--- src/rtl/io_coh_aperture.sv ---
module io_coh_aperture #(
  parameter int ADDR_W = 40,
  parameter int SIZE_W = 5
) (
  input  logic              clk,
  input  logic              rst_n,
  input  logic              cfg_we,
  input  logic [1:0]        cfg_sel,
  input  logic [ADDR_W-13:0] cfg_wdata,
  input  logic              in_valid,
  input  logic [ADDR_W-1:0] in_addr,
  output logic              out_valid,
  output logic              out_coherent,
  output logic              out_partial,
  output logic              cfg_err
);
  localparam int PAGE_W = ADDR_W - 12;
  localparam logic [1:0] SEL_BASE = 2'd0;
  localparam logic [1:0] SEL_SIZE = 2'd1;
  localparam logic [1:0] SEL_CTRL = 2'd2;

  logic [PAGE_W-1:0] base_q;
  logic [SIZE_W-1:0] size_q;
  logic              en_q, part_q;
  logic [ADDR_W-1:0] keep_mask;
  logic              hit;

  always_comb begin
    for (int i = 0; i < ADDR_W; i++)
      keep_mask[i] = (i >= 12 + int'(size_q));
  end

  assign hit = (((in_addr ^ {base_q, 12'h000}) & keep_mask) == '0);

  wire win_wr = cfg_we && (cfg_sel == SEL_BASE || cfg_sel == SEL_SIZE);

  always_ff @(posedge clk) begin
    if (!rst_n) begin
      base_q       <= '0;
      size_q       <= '0;
      en_q         <= 1'b0;
      part_q       <= 1'b0;
      cfg_err      <= 1'b0;
      out_valid    <= 1'b0;
      out_coherent <= 1'b0;
      out_partial  <= 1'b0;
    end else begin
      out_valid    <= in_valid;
      out_coherent <= in_valid && en_q && hit;
      out_partial  <= in_valid && en_q && hit && part_q;
      if (win_wr && en_q) cfg_err <= 1'b1;
      if (cfg_we && !en_q && cfg_sel == SEL_BASE) base_q <= cfg_wdata;
      if (cfg_we && !en_q && cfg_sel == SEL_SIZE) size_q <= cfg_wdata[SIZE_W-1:0];
      if (cfg_we && cfg_sel == SEL_CTRL) begin
        en_q   <= cfg_wdata[0];
        part_q <= cfg_wdata[1];
      end
    end
  end

  p_valid_lat_r2: assert property (@(posedge clk) disable iff (!rst_n)
    in_valid |=> out_valid);
  p_idle_lat_r2: assert property (@(posedge clk) disable iff (!rst_n)
    !in_valid |=> !out_valid);
  p_coh_qual_r2: assert property (@(posedge clk) disable iff (!rst_n)
    out_coherent |-> out_valid);
  p_disabled_r3: assert property (@(posedge clk) disable iff (!rst_n)
    !en_q |=> !out_coherent);
  p_base_lock_r7: assert property (@(posedge clk) disable iff (!rst_n)
    (en_q && cfg_we && cfg_sel == SEL_BASE) |=> $stable(base_q));
  p_size_lock_r7: assert property (@(posedge clk) disable iff (!rst_n)
    (en_q && cfg_we && cfg_sel == SEL_SIZE) |=> $stable(size_q));
  p_err_sticky_r7: assert property (@(posedge clk) disable iff (!rst_n)
    cfg_err |=> cfg_err);
  p_partial_r9: assert property (@(posedge clk) disable iff (!rst_n)
    out_partial |-> out_coherent);
endmodule

--- config.mk ---
export PLATFORM = sky130hd
export DESIGN_NAME = io_coh_aperture
export DESIGN_NICKNAME = d
export VERILOG_FILES = /design/src/rtl/io_coh_aperture.sv
export SDC_FILE = /design/constraint.sdc
export NUM_CORES = 1
export LEC_CHECK = 0
export BUFFER_PORTS_ARGS = -buffer_cell sky130_fd_sc_hd__buf_2
export CAP_MARGIN = 20
export CELL_PAD_IN_SITES_DETAIL_PLACEMENT = 0
export CELL_PAD_IN_SITES_GLOBAL_PLACEMENT = 1
export CORE_MARGIN = 2
export CORE_UTILIZATION = 40
export DETAILED_ROUTE_END_ITERATION = 6
export GPL_ROUTABILITY_DRIVEN = 0
export GPL_TIMING_DRIVEN = 0
export PLACE_DENSITY_LB_ADDON = 0.1
export SYNTH_ARGS = -nofsm -noshare
export SYNTH_HDL_FRONTEND = slang
export SYNTH_SLANG_ARGS = --single-unit
--- constraint.sdc ---
create_clock -name clk -period 5.2 [get_ports clk]
set_input_delay 1.04 -clock clk [delete_from_list [all_inputs] [get_ports clk]]
set_output_delay 1.04 -clock clk [all_outputs]
set_load 0.03 [all_outputs]
After elaboration in Yosys (flattened, before gate mapping)
Cells that the tools add are included.

cells by class
  bitwise operators = 2
  equality and inequality tests = 2
  add/subtract/negate cells = 1
  $mul = 0
  magnitude comparators = 40
  shift-type cells = 0
  muxes and demuxes = 0
  divide/modulo/power cells = 0
  reductions and logical operators = 13

operators with widths
  operator                                                                             number
  6-bit by 32-bit greater-or-equal comparator with 1-bit output, first input constant  16
  5-bit by 32-bit greater-or-equal comparator with 1-bit output, first input constant  8
  7-bit by 32-bit greater-or-equal comparator with 1-bit output, first input constant  7
  4-bit by 32-bit greater-or-equal comparator with 1-bit output, first input constant  4
  3-bit by 32-bit greater-or-equal comparator with 1-bit output, first input constant  2
  40-bit AND                                                                           1
  40-bit logical NOT                                                                   1
  40-bit XOR                                                                           1
  1-bit by 32-bit greater-or-equal comparator with 1-bit output, first input constant  1
  2-bit by 32-bit greater-or-equal comparator with 1-bit output, first input constant  1
  1-bit logical AND                                                                    9
  4-bit by 5-bit adder with 6-bit output, first input constant                         1
  6-bit greater-or-equal comparator, first input constant                              1
  2-bit by 1-bit == test with 1-bit output, second input constant                      1
  2-bit == test, second input constant                                                 1
  2-bit logical NOT                                                                    1
  1-bit logical NOT                                                                    1
  1-bit logical OR                                                                     1

storage, ports and cells
  output and inout port bits = 4
  register bits = 39
  bits in read-only memories = 0
  bits in writable memories = 0
  memories kept = 0
  input port bits = 74
  bits in latches = 0

Logic depth before layout (Yosys ltp)
Gate-level depths: netlist of the first run.

  depth after elaboration = 6
  gate-level depth with buffers = 9

Worst setup path after synthesis of the first run
Ideal clock, no wire load.

  path kind = input to register
  from = input cfg_sel[0]
  to = register base_q[10]
  setup slack = 2968 ps
  library setup time = 122 ps
  data required time = 5078 ps
  data arrival time = 2110 ps
  stages on the path = 5
  path through = or4b_2 > buf_2 > buf_2 > nand2_1 > a21boi_0

between the ends
  word-level cells in the longest chain between the ends = 2

ends and longest elaborated chain
  item                    line  source
  start: declaration      8     input logic [1:0] cfg_sel,
  2-bit logical NOT       52    if (cfg_we && !en_q && cfg_sel == SEL_BASE) base_q <= cfg_wdata;
  1-bit logical AND       52
  end signal: assignment  52
  end: declaration        22    logic [PAGE_W-1:0] base_q;

No other way between the ends.
A chain may end at the register's enable or synchronous reset.

Worst setup path after layout of the first run
  from = register size_q[2]
  to = register out_partial

between the ends
  word-level cells in the longest chain between the ends = 6
  elaborated cells on any way between the ends = 45
  those cells by class = add/sub: 1; order compare: 40; bitwise: 1; reduce/logical: 3

ends and longest elaborated chain
  item                                                                                         line  source
  start: declaration                                                                           23    logic [SIZE_W-1:0] size_q;
  start signal: assignment                                                                     53    if (cfg_we && !en_q && cfg_sel == SEL_SIZE) size_q <= cfg_wdata[SIZE_W-1:0];
  4-bit by 5-bit adder with 6-bit output (*)                                                   30    keep_mask[i] = (i >= 12 + int'(size_q));
  1-bit by 32-bit greater-or-equal comparator with 1-bit output, or another cell as far along  30
  40-bit AND (*)                                                                               33    assign hit = (((in_addr ^ {base_q, 12'h000}) & keep_mask) == '0);
  40-bit logical NOT (*)                                                                       33
  1-bit logical AND (*) (2 in a row)                                                           50    out_partial <= in_valid && en_q && hit && part_q;
  end signal: assignment                                                                       50
  end: declaration                                                                             14    output logic out_partial,

Mark *: on every way between the ends. The rest lies on a longest branch, timed or not.

==> impl_metrics.csv, run 1 <==
group,metric,value,unit
final_layout,num-fill-cells,647,
global_routing,met3_usage,0.0418,
timing,drv_slew,0,
routing,via_count,2328,
final_layout,finalNetCount,456,
run_status,outcome,"finished clean",
floorplan,die_h,81.7,um
critical_path,max_stage_delay,550,ps
global_routing,grtUsageTotal,0.215,
routing,wire_per_inst,15.4,um
timing,final-hold-violation-count,0,
timing,tns,0,ps
routing,drc,0,
final_layout,layout_commonest_cell,"buf_2",
cts,cts.repair.resized,0,
final_layout,final_util,0.504,
critical_path,required,5430,ps
floorplan,pin_count,78,
synth,avgSynthCellArea,8.22,um2
timing,final.min_clock_period,2470,ps
cts,cts_htree_levels,2,
power,total_power,648,uW
cts,cts_buffers,5,
floorplan,rows,28,
synth,yosys-top-cells-area,"dfxtp_1 (32%), nand2_1 (9.9%), xor2_1 (7.6%)",
critical_path,slowest_stage,"dfxtp_1",
synth,synth_top_area_cell,"dfxtp_1",
critical_path,crit_fanout,10,
global_routing,grt_max_degree,12,
critical_path,critical_path.cell_chain,"inv_1 -> ha_1 -> buf_2 -> and4bb_1 -> nor4_1 -> o211ai_1 -> nor2_1 -> a21boi_2 -> nor3b_2",
synth,synth_ff_type,"dfxtp_1",
synth,ys_seq_elements,39,
floorplan,die_w,81.7,um
timing,setup_viol,0,
final_layout,syn_to_final_growth,22.8,%
power,ir_worst_vdd,0.000123,V
power,power.density,218,mW/mm2
cts,clock_latency,300,ps
final_layout,drive_above_1_share,0.263,
routing,drt_iter0_markers,236,
run,drv_cap,0,
final_layout,final_cell_mix,"buf_2 (80), nand2_1 (64), dfxtp_1 (39)",
synth,ys_warn_count,0,
final_layout,design_area,0.00297,mm2
placement,postPlaceCellArea,0.00289,mm2
critical_path,worst_setup_path_end_kind,"flip-flop",
synth,synth_top_area_share,0.323,
synth,async_reset_ff_frac,0,
routing,firstDrtPassIters,4,
timing,fmax,405,MHz
timing,worst_slew_pin_slew,662,ps
cts,cts_tree,"done",
routing,via_per_inst,5.16,
critical_path,arrival,2700,ps
global_routing,busiest_layer,"met2",
power,leakagePower,1.24,nW
synth,synth_nets,373,
global_routing,use_met2,0.336,
cts,clock_sinks,39,
timing,setup_ws,2730,ps
cts,cts_hold_buf,0,
cts,cts_root_buf,"clkbuf_8",
global_routing,antenna_found_initial,0,
synth,syn-instance-count,294,
floorplan,die-area,0.00668,mm2
placement,portBuffers,76,
synth,ys_types,58,
global_routing,grt_pass1_wl,10800,um
global_routing,overflow,0,
min_path,hold_class,"reg2reg",
synth,netlist_area,0.00242,mm2
timing,fin_crit_sh,0.475,
global_routing,gr-usage-met1,0.299,
floorplan,start_util,0.411,
timing,rsz0062_at_grt,"false",
synth,synth_seq_area_share,0.323,
global_routing,grt_pass1_vias,2166,
floorplan,core,0.00589,mm2
timing,skew,7.69,ps
critical_path,critical_path.top_delay_family,"simple AND/OR/NAND/NOR gates",
timing,max_slew_margin,0.557,
routing,postRouteAntennaNets,0,
cts,clock_path_buffers,2,
critical_path,start_kind,"flip-flop",
critical_path,path_class,"reg2reg",
routing,routed_wl,6930,um
final_layout,num_antenna_cells,0,
placement,pre_cts_slack,2550,ps
critical_path,path_buf_inv,2,
cts,cts_setup_buffers,0,
synth,synth-edff-count,0,
placement,dp_hpwl,5400,um
cts,clk_pin_slew,80,ps
-- layout make-up --
type / count / area [um2] / share of cell area
clock buffers: 5 / 68.8 / 0.0232
repair buffers: 76 / 380 / 0.128
flip-flops and latches: 39 / 781 / 0.263
multi-input cells: 235 / 1530 / 0.517
clock inverters: 1 / 7.51 / 0.00253
well taps: 75 / 93.8 / 0.0316
plain buffers: 15 / 83.8 / 0.0282
inverters: 5 / 18.8 / 0.00632
-- path summary, 6_finish.rpt --
path | start | end | slack [ps] | cells past startpoint
setup / recovery | size_q[2]$_SDFFE_PN0P_ | out_partial$_SDFF_PN0_ | 2730 | 9
hold / removal | base_q[25]$_SDFFE_PN0P_ | base_q[25]$_SDFFE_PN0P_ | 470 | 2
setup reg to reg | size_q[2]$_SDFFE_PN0P_ | out_partial$_SDFF_PN0_ | 2730 | 9
hold reg to reg | base_q[25]$_SDFFE_PN0P_ | base_q[25]$_SDFFE_PN0P_ | 470 | 2
-- routing by layer --
metal / routed length [um] / up-vias / part of all wire
li1: - / 1190 / -
met1: 3360 / 1054 / 0.48
met4: 112 / 0 / 0.016
met3: 411 / 10 / 0.059
met5: 0 / - / 0
met2: 3050 / 74 / 0.44
-- state kept, by name, summed over array words and instances (netlist names) --
name,count
base_q,28
size_q,5
cfg_err,1
en_q,1
out_coherent,1
out_partial,1
out_valid,1
part_q,1
-- stage by stage --
stage          std cells  hold WS, ps
2_1_floorplan        294          447
3_3_place_gp         445          454
3_5_place_dp         445          452
4_1_cts              451          470
5_1_grt              451          490
6_report             451          467
-- worst reg2reg max path: cells and delay by family (launching register included) --
kind | cells | cell delay [ps]
and+or+nand+nor | 4 | 890
DFF | 1 | 550
buffers and inverters | 2 | 360
adders and majority gates | 1 | 340
AOI/OAI and AO/OA | 2 | 250
-- cell families after synthesis --
kind of cell	after synthesis	share of synthesized area
AO/OA/AOI/OAI	84	0.249
XOR/XNOR	29	0.105
adder cells (fa/ha/maj)	5	0.0259
buffers and inverters	20	0.0424
flip-flops	39	0.323
multiplexers	3	0.0124
AND/OR/NAND/NOR	114	0.242
-- Yosys cell counts (4+ instances only) --
| cell type | number |
|---|---|
| nand2_1 | 64 |
| dfxtp_1 | 39 |
| a21boi_0 | 24 |
| xor2_1 | 21 |
| o21ai_0 | 12 |
| a21oi_1 | 11 |
| nor2_1 | 10 |
| nor2b_1 | 9 |
| clkbuf_1 | 8 |
| xnor2_1 | 8 |
| a211oi_1 | 6 |
| a21boi_1 | 5 |
| ha_1 | 5 |
| and3_1 | 4 |
| buf_2 | 4 |
| inv_1 | 4 |
-- power by group --
part           switching (mW)  internal (mW)  total, mW
clock network           0.113         0.0892      0.202
registers             0.00798          0.308      0.316
logic                  0.0696         0.0610      0.131
total                   0.190          0.458      0.648
No activity file was read; power rests on OpenSTA's default activity.
==> run 2: changes to the inputs <==
ABC_AREA = 1   (was unset)
CORE_UTILIZATION = 31   (was 40)
clock period = 2.2 ns   (was 5.2 ns; I/O delays follow)
==> impl_metrics.csv, run 2 <==
group,metric,value,unit
final_layout,reg_top3,"base_q x28, size_q x5",
final_layout,largest_reg_flops,28,
global_routing,grt_max_degree,15,
global_routing,grt_pass1_vias,2401,
critical_path,crit_fanout,8,
synth,synth-edff-count,0,
routing,postRouteAntennaNets,0,
synth,synth_nets,468,
timing,fin_crit_sh,0.923,
power,internal_power,1.13,mW
power,comb_power_share,0.245,
routing,wire_per_inst,12.9,um
synth,synth_top_area_share,0.322,
final_layout,drive_above_1_share,0.216,
cts,clk_pin_slew,90,ps
power,power.density,559,mW/mm2
timing,max_slew_margin,0.502,
critical_path,start_kind,"flip-flop",
synth,yosys-top-cells-count,"nand2_1 (103), nor2_1 (69), o21ai_0 (40)",
final_layout,num-fill-cells,902,
power,p_switching,558,uW
critical_path,slowest_stage,"dfxtp_1",
placement,dp_hpwl,5960,um
synth,async_reset_ff_frac,0,
global_routing,antenna_found_initial,0,
power,clock_power_share,0.302,
synth,netlist_area,0.00242,mm2
timing,drv_slew,0,
critical_path,required,2430,ps
critical_path,max_stage_delay,440,ps
floorplan,die_h,92.4,um
timing,final.min_clock_period,2030,ps
cts,clock_sinks,39,
routing,wl_met3,369,um
synth,syn-instance-count,389,
placement,portBuffers,76,
routing,firstDrtPassIters,4,
synth,yosysMostFrequentCell,"nand2_1",
synth,synth_top_area_cell,"dfxtp_1",
final_layout,multi_input_area,0.00146,mm2
floorplan,die-area,0.00854,mm2
final_layout,syn_to_final_growth,24.8,%
routing,top_layer_used,"met4",
critical_path,arrival,2260,ps
synth,synth_seq_area_share,0.322,
timing,skew,11.0,ps
timing,tns,0,ps
cts,cts_hold_buf,0,
floorplan,pin_count,78,
cts,clock_latency,300,ps
synth,ys_warn_count,0,
global_routing,grtUsageTotal,0.183,
cts,cts_htree_levels,2,
timing,final-hold-violation-count,0,
power,leakagePower,1.54,nW
floorplan,die_w,92.4,um
critical_path,path_class,"reg2reg",
routing,routed_wl,7440,um
placement,pre_cts_slack,127,ps
timing,rsz0062_at_grt,"false",
global_routing,grt_pass1_wl,12100,um
floorplan,core,0.00765,mm2
cts,cts.repair.resized,0,
routing,drt_iter0_markers,118,
timing,worst_slew_pin_slew,742,ps
critical_path,critical_path.cell_chain,"inv_1 -> ha_1 -> inv_2 -> nor2_1 -> nand2_1 -> nand2_1 -> a21oi_1 -> nand2_1 -> nor2_1 -> nand3_1 -> nor3_2",
run_status,outcome,"finished clean",
synth,yosys-top-cells-area,"dfxtp_1 (32%), nand2_1 (16%), nor2_1 (11%)",
run,drv_cap,0,
cts,cts_tree,"done",
cts,cts_setup_buffers,0,
floorplan,start_util,0.317,
synth,avgSynthCellArea,6.23,um2
routing,via_count,2588,
min_path,hold_class,"in2reg",
synth,ys_seq_elements,39,
power,swShare,0.330,
final_layout,final_cell_mix,"nand2_1 (103), buf_2 (79), nor2_1 (69)",
cts,clock_path_buffers,2,
global_routing,overflow,0,
routing,m1WireLength,3820,um
final_layout,num_antenna_cells,0,
floorplan,rows,32,
final_layout,seqCellArea,782,um2
routing,via_per_inst,4.50,
routing,drc,0,
routing,met2_length,3160,um
synth,ys_types,23,
timing,whs,337,ps
synth,synth_ff_type,"dfxtp_1",
timing,setup_viol,0,
final_layout,finalNetCount,551,
timing,fmax,492,MHz
power,ir_worst_vdd,0.000255,V
timing,setup_ws,169,ps
power,seqPwrFrac,0.452,
cts,cts_buffers,5,
cts,cts_root_buf,"clkbuf_8",
critical_path,worst_setup_path_end_kind,"flip-flop",
final_layout,largest-register,"base_q",
critical_path,crit_top_cell,"nand2_1",
final_layout,layout_commonest_cell,"nand2_1",
==> run 2: cell type report <==
cell class,count,share of cell area
Clock inverter,3,0.00786
Buffer,11,0.0174
Sequential cell,39,0.258
Clock buffer,5,0.0227
Timing Repair Buffer,76,0.126
Inverter,36,0.0447
Multi-Input combinational cell,303,0.481
Tap cell,102,0.0422
==> run 2: kinds of logic after synthesis <==
group	count (synthesis)	share of synthesized area
AO/OA/AOI/OAI	69	0.145
AND/OR/NAND/NOR	208	0.354
buffers and inverters	47	0.0774
adder cells (fa/ha/maj)	5	0.0258
flip-flops	39	0.322
XOR/XNOR	21	0.0759
==> run 2: path summary, 6_finish.rpt <==
| path | from | end | slack, ps | cells after the start |
|---|---|---|---|---|
| worst max-delay path | size_q[3]$_SDFFE_PN0P_ | out_partial$_SDFF_PN0_ | 170 | 11 |
| worst min register to register | base_q[19]$_SDFFE_PN0P_ | base_q[19]$_SDFFE_PN0P_ | 470 | 2 |
| worst max register to register | size_q[3]$_SDFFE_PN0P_ | out_partial$_SDFF_PN0_ | 170 | 11 |
| worst min-delay path | in_valid | out_valid$_SDFF_PN0_ | 340 | 3 |
==> run 2: per-stage QoR <==
| stage | power, mW | util | instance area [um2] | instances |
|---|---|---|---|---|
| 2_1_floorplan | 1.04 | - | 2420 | 389 |
| 3_3_place_gp | 1.19 | 0.383 | 2930 | 567 |
| 3_5_place_dp | 1.20 | 0.383 | 2930 | 567 |
| 4_1_cts | 1.71 | 0.395 | 3020 | 575 |
| 5_1_grt | 1.81 | 0.396 | 3030 | 575 |
| 6_report | 1.69 | 0.396 | 3030 | 575 |
==> run 2: power by group through the flow <==
stage               clock (mW)  sequential, mW  combinational, mW
global placement             0           0.779              0.415
floorplan                    0           0.779              0.258
finish                   0.511           0.764              0.415
CTS                      0.527           0.764              0.417
global route             0.566           0.770              0.479
detailed placement           0           0.780              0.415
==> run 2: critical path: cells and delay by family, from the launching register on <==
| kind | cells | cell delay, ps |
|---|---|---|
| compound gates | 1 | 230 |
| fa+ha+maj | 1 | 310 |
| buf+inv | 2 | 300 |
| flops | 1 | 440 |
| simple gates | 7 | 670 |
==> run 2: layer usage <==
| metal | vias up | global-route usage |
|---|---|---|
| met5 | - | 0 |
| met4 | 0 | 0.0485 |
| met3 | 9 | 0.0309 |
| met2 | 70 | 0.282 |
| met1 | 1113 | 0.265 |
| li1 | 1396 | - |
